$ cat config.mk
export PLATFORM = sky130hd
export DESIGN_NAME = txt_pixel_gen
export DESIGN_NICKNAME = d
export VERILOG_FILES = /design/src/rtl/txtgen_pkg.sv /design/src/rtl/txtgen_ctrl.sv /design/src/rtl/txtgen_datapath.sv /design/src/rtl/txt_pixel_gen.sv
export SDC_FILE = /design/constraint.sdc
export NUM_CORES = 1
export LEC_CHECK = 0
export CAP_MARGIN = 25
export CORE_MARGIN = 2
export CORE_UTILIZATION = 35
export CTS_BUF_LIST = sky130_fd_sc_hd__clkbuf_16
export DETAILED_ROUTE_END_ITERATION = 8
export PLACE_DENSITY = 0.6
export SLEW_MARGIN = 20
export SYNTH_ARGS = -nofsm -noshare
export SYNTH_HDL_FRONTEND = slang
export SYNTH_SLANG_ARGS = --single-unit
$ cat constraint.sdc
create_clock -name clk -period 2.7 [get_ports clk]
set_clock_uncertainty 0.2 [all_clocks]
set_input_delay 0.54 -clock clk [delete_from_list [all_inputs] [get_ports clk]]
set_output_delay 0.54 -clock clk [all_outputs]
set_load 0.05 [all_outputs]
$ cat src/rtl/txtgen_pkg.sv
package txtgen_pkg;

  // Per-pixel tag travelling down the control pipeline.
  typedef struct packed {
    logic       visible;
    logic       mode16;
    logic [2:0] glyphCol;
    logic [2:0] glyphRow;
  } pixTag_t;

  // Control-to-datapath strobes.
  typedef struct packed {
    logic    latchAttr;
    logic    latchPair;
    pixTag_t tag;
  } ctrlStrobe_t;

  // Font: row r of code c is c rotated left by r places.
  function automatic logic [7:0] glyphRowBits(input logic [7:0] code,
                                              input logic [2:0] row);
    logic [15:0] doubled;
    doubled = {code, code} << row;
    return doubled[15:8];
  endfunction

endpackage

$ cat src/rtl/txtgen_ctrl.sv
module txtgen_ctrl
  import txtgen_pkg::*;
#(
  parameter int X_W    = 10,
  parameter int Y_W    = 10,
  parameter int H_VIS  = 64,
  parameter int V_VIS  = 32,
  parameter int ADDR_W = 12
) (
  input  logic              clk,
  input  logic              rstN,
  input  logic [X_W-1:0]    pixX,
  input  logic [Y_W-1:0]    pixY,
  input  logic              cfgMode16,
  input  logic              cfgDoubleW,
  input  logic              cfgDoubleH,
  output logic [ADDR_W-1:0] vramAddr,
  output ctrlStrobe_t       strobe
);

  localparam int CELLS_NARROW = H_VIS / 8;
  localparam int CELLS_WIDE   = H_VIS / 16;
  localparam int TAG_STAGES   = 3;

  logic [X_W-1:0]    cellX;
  logic [Y_W-1:0]    cellY;
  logic [ADDR_W-1:0] cellsPerRow;
  logic [ADDR_W-1:0] cellIdx;
  logic [ADDR_W-1:0] addrNext;
  pixTag_t           tagNow;
  pixTag_t           tagPipe [TAG_STAGES];
  logic              isCharPh;

  always_comb begin
    cellX       = cfgDoubleW ? (pixX >> 4) : (pixX >> 3);
    cellY       = cfgDoubleH ? (pixY >> 4) : (pixY >> 3);
    cellsPerRow = cfgDoubleW ? ADDR_W'(CELLS_WIDE) : ADDR_W'(CELLS_NARROW);
    cellIdx     = ADDR_W'(cellY) * cellsPerRow + ADDR_W'(cellX);
    addrNext    = {cellIdx[ADDR_W-2:0], pixX[0]};

    tagNow.visible  = (pixX < X_W'(H_VIS)) && (pixY < Y_W'(V_VIS));
    tagNow.mode16   = cfgMode16;
    tagNow.glyphCol = cfgDoubleW ? pixX[3:1] : pixX[2:0];
    tagNow.glyphRow = cfgDoubleH ? pixY[3:1] : pixY[2:0];
  end

  always_ff @(posedge clk or negedge rstN) begin
    if (!rstN) begin
      vramAddr <= '0;
      isCharPh <= 1'b0;
      for (int s = 0; s < TAG_STAGES; s++) tagPipe[s] <= '0;
    end else begin
      vramAddr   <= addrNext;
      isCharPh   <= pixX[0];
      tagPipe[0] <= tagNow;
      for (int s = 1; s < TAG_STAGES; s++) tagPipe[s] <= tagPipe[s-1];
    end
  end

  always_comb begin
    strobe.latchAttr = !isCharPh;
    strobe.latchPair = isCharPh;
    strobe.tag       = tagPipe[TAG_STAGES-1];
  end

endmodule

$ cat src/rtl/txtgen_datapath.sv
module txtgen_datapath
  import txtgen_pkg::*;
(
  input  logic        clk,
  input  logic        rstN,
  input  ctrlStrobe_t strobe,
  input  logic [7:0]  vramData,
  output logic [7:0]  pixColour,
  output logic        pixActive
);

  logic [7:0] attrStage;
  logic [7:0] attrHold;
  logic [7:0] charHold;
  logic [7:0] rowBits;
  logic       pixOn;
  logic [7:0] colourNext;

  always_ff @(posedge clk or negedge rstN) begin
    if (!rstN) begin
      attrStage <= '0;
      attrHold  <= '0;
      charHold  <= '0;
    end else begin
      if (strobe.latchAttr) attrStage <= vramData;
      if (strobe.latchPair) begin
        attrHold <= attrStage;
        charHold <= vramData;
      end
    end
  end

  always_comb begin
    rowBits = glyphRowBits(charHold, strobe.tag.glyphRow);
    pixOn   = rowBits[3'd7 - strobe.tag.glyphCol];
    if (!strobe.tag.visible)
      colourNext = 8'h00;
    else if (strobe.tag.mode16)
      colourNext = pixOn ? {4'h0, attrHold[3:0]} : {4'h0, attrHold[7:4]};
    else
      colourNext = pixOn ? attrHold : 8'h00;
  end

  always_ff @(posedge clk or negedge rstN) begin
    if (!rstN) begin
      pixColour <= '0;
      pixActive <= 1'b0;
    end else begin
      pixColour <= colourNext;
      pixActive <= strobe.tag.visible;
    end
  end

endmodule

$ cat src/rtl/txt_pixel_gen.sv
module txt_pixel_gen
  import txtgen_pkg::*;
#(
  parameter int X_W    = 10,
  parameter int Y_W    = 10,
  parameter int H_VIS  = 64,
  parameter int V_VIS  = 32,
  parameter int ADDR_W = 12
) (
  input  logic              clk,
  input  logic              rstN,
  input  logic [X_W-1:0]    pixX,
  input  logic [Y_W-1:0]    pixY,
  input  logic              cfgMode16,
  input  logic              cfgDoubleW,
  input  logic              cfgDoubleH,
  input  logic [7:0]        vramData,
  output logic [ADDR_W-1:0] vramAddr,
  output logic [7:0]        pixColour,
  output logic              pixActive
);

  ctrlStrobe_t strobe;

  txtgen_ctrl #(
    .X_W(X_W), .Y_W(Y_W), .H_VIS(H_VIS), .V_VIS(V_VIS), .ADDR_W(ADDR_W)
  ) u_ctrl (
    .clk(clk), .rstN(rstN), .pixX(pixX), .pixY(pixY),
    .cfgMode16(cfgMode16), .cfgDoubleW(cfgDoubleW), .cfgDoubleH(cfgDoubleH),
    .vramAddr(vramAddr), .strobe(strobe)
  );

  txtgen_datapath u_dp (
    .clk(clk), .rstN(rstN), .strobe(strobe), .vramData(vramData),
    .pixColour(pixColour), .pixActive(pixActive)
  );

endmodule

==> flow_summary.yaml <==
global_route:
  antenna_found_initial: 0
  grt_max_degree: 34
  grt_pass1_wl_microns: 10800
  grtUsageTotal_pct: 13.9
  grt.overflow.total: 0
  grt_pass1_vias: 2228
clocking:
  cts_max_path_buffers: 2
  clk_pin_slew_worst_paths_ps: 60
  clock_sinks: 69
  root_buffer: "clkbuf_16"
  insertion_delay_ps: 330
  cts_tree: "done"
  htreeDepth: 3
  cts_made_buffers: 9
cells_and_area:
  layout-drive-gt1-share_pct: 26.9
  area_growth_pct: 39.1
  final_cell_count_no_fill: 464
  final_cell_area_sq_um: 4520
  fin_util_pct: 49.6
  n_antenna_cell: 0
  nets: 395
job:
  cap_violations: 0
floorplan:
  chipHeight_microns: 100
  core_area_sq_um: 9110
  rows: 35
  die_w_microns: 100
  dieArea_sq_um: 10100
  initial_core_util_pct: 35.7
  ios: 54
worst_setup_path:
  reg2reg_setup_slack_ps: 160
  path_class: "in2reg"
  cp_top_family: "adder cells"
  required_ps: 2750
  path_cells: "dlygate4sd2_1 > mux2_4 > nand2_4 > o21ai_4 > ha_4 > ha_4 > fa_2 > a21oi_2 > nor2_1 > nor2_1 > o21bai_1 > a21oi_2 > xnor2_1"
  startpoint_type: "primary input"
  cp.buffers_inverters: 1
  arrival_ps: 2690
  worst_path_largest_cell_delay_ps: 390
  end_kind: "flop"
  critPathMaxFanout: 2
  slowest_stage: "fa_2"
route:
  wire_per_inst_microns: 14.2
  ant_nets: 0
  route.vias.total: 2245
  drtIter0Drc: 52
  via_per_inst: 4.84
  first_pass_iters: 5
  remaining_drc_errors: 0
  wl_microns: 6600
synth:
  yosysMostFrequentCell: "dfrtp_1"
  synth_top_area_share_pct: 53.1
  synthTopCellsByArea: "dfrtp_1 53%, mux2_2 7.3%, mux4_1 6.5%"
  synth.ff_latch_count: 69
  syn_area_sq_um: 3250
  yosys-top-cells-count: "69 x dfrtp_1, 24 x o21ai_0, 21 x mux2_2, 20 x nand2_1, 19 x inv_1"
  synth.distinct_cells: 36
  synth_edf_count: 0
  synthArstFlopShare_pct: 100
  ys_seq_area_share_pct: 53.1
  postSynthCellCount: 267
  yosysWarnings: 0
  syn_area_per_cell_sq_um: 12.2
  synth_largest_area_cell: "dfrtp_1"
  synth-main-ff-cell: "dfrtp_1"
placement:
  dpl.cell_count: 444
  gp_congestion: 0.815
  place_area_sq_um: 4110
  portBuffers: 53
  place_ws_ps: -676
  dp_hpwl_microns: 4830
sta:
  hold_violations: 0
  min_period_over_period_pct: 97.6
  slew_violations: 0
  period_needed_ps: 2640
  slew_headroom_pct: 64.8
  tightestPinTransition_ps: 523
  fmax_mhz: 379
  finalHoldWorstSlack_ps: 142
  setup_violations: 0
  setup_tns_ps: 0
  fin_ws_ps: 64.4
power_and_ir_drop:
  power_density_nw_per_um2: 672
  ir_drop_uv: 355
  p_comb_share_pct: 24.4
  pwr-share-seq_pct: 39.5
  p_sw_share_pct: 30.3
  finalPower_mw: 3.04
  clkPwrFrac_pct: 36.2
  power.internal_mw: 2.12
  cellLeakagePower_nw: 2.02
  p_switching_mw: 0.922
status:
  status: "finished clean"
min_path:
  hold_class: "reg2reg"
-- registers in the layout (all words and copies together) (netlist names) --
| register | flops |
|---|---|
| u_dp.pixColour | 8 |
| u_dp.pixActive | 1 |
| u_ctrl.strobe | 8 |
| u_dp.attrHold | 8 |
| u_ctrl.vramAddr | 12 |
| u_dp.charHold | 8 |
| u_dp.attrStage | 8 |
| u_ctrl.tagPipe | 16 |
-- per-layer routing --
metal | wire [microns] | vias up | track usage, %
met2 | 3230 | 52 | 21.9
li1 | - | 1091 | -
met1 | 2980 | 1089 | 18.2
met5 | 0 | - | 0
met4 | 99 | 0 | 5.37
met3 | 290 | 13 | 4.11
-- cell families after synthesis --
logic type / after synthesis / share of synthesized area (%)
xor gates and xnor gates: 7 / 1.89
other: 2 / 0.231
and+or+nand+nor: 61 / 9.40
buffers and inverters: 34 / 4.35
muxes: 37 / 17.0
adders and majority gates: 14 / 5.85
DFF: 69 / 53.1
AOI/OAI and AO/OA: 43 / 8.16
-- repair_timing --
item	in CTS	in global routing
resized for setup	9	22
buffers inserted	2	0
setup endpoints to repair	4	4
gates cloned	1	0
endpoints found under the hold margin	13	0
hold buffers	1	0
pin swaps	3	11
-- power groups by stage --
| stage | registers [mW] | clock network [mW] | logic, mW |
|---|---|---|---|
| 5_1_grt | 1.21 | 1.18 | 0.797 |
| 3_5_place_dp | 1.22 | 0 | 0.709 |
| 6_report | 1.20 | 1.10 | 0.741 |
| 3_3_place_gp | 1.22 | 0 | 0.702 |
| 4_1_cts | 1.20 | 1.14 | 0.726 |
| 2_1_floorplan | 1.35 | 0 | 0.296 |
-- layout by cell type, fill, tap and decap left out, drive strengths merged, types with 2 or more instances in the layout --
| master | instances |
|---|---|
| nor2b | 7 |
| mux2i | 6 |
| xnor2 | 6 |
| mux4 | 10 |
| nand4 | 4 |
| a211oi | 2 |
| o21bai | 2 |
| ha | 12 |
| clkdlybuf4s50 | 42 |
| nor3 | 5 |
| buf | 30 |
| nand2b | 3 |
| dlymetal6s2s | 2 |
| nor2 | 11 |
| conb | 4 |
| inv | 23 |
| o22ai | 2 |
| dfrtp | 69 |
| o21ai | 24 |
| clkbuf | 12 |
| dlygate4sd2 | 4 |
| a21oi | 8 |
| fa | 2 |
| a22oi | 3 |
| mux2 | 21 |
| and2 | 6 |
| clkinvlp | 2 |
| nor4 | 3 |
| nand2 | 20 |
-- worst paths after layout --
kind	start	end	cells after the start
setup / recovery	pixY[5]	u_ctrl.vramAddr[10]	13
hold / removal	u_ctrl.tagPipe[22]	u_ctrl.tagPipe[14]	0
setup reg to reg	u_ctrl.strobe[1]	u_dp.pixColour[4]	6
hold reg to reg	u_ctrl.tagPipe[22]	u_ctrl.tagPipe[14]	0
max in group asynchronous	rstN	u_ctrl.vramAddr[1]	3
min in group asynchronous	rstN	u_dp.pixColour[0]	2
-- area by class of cell --
| type | count | area [sq um] |
|---|---|---|
| Clock buffer | 9 | 225 |
| Multi-Input combinational cell | 166 | 1520 |
| Tap cell | 111 | 139 |
| Sequential cell | 69 | 1730 |
| Timing Repair Buffer | 83 | 777 |
| Fill cell | 812 | 4590 |
| Inverter | 19 | 71.3 |
| Clock inverter | 7 | 57.6 |
No activity file was read; power rests on OpenSTA's default activity.
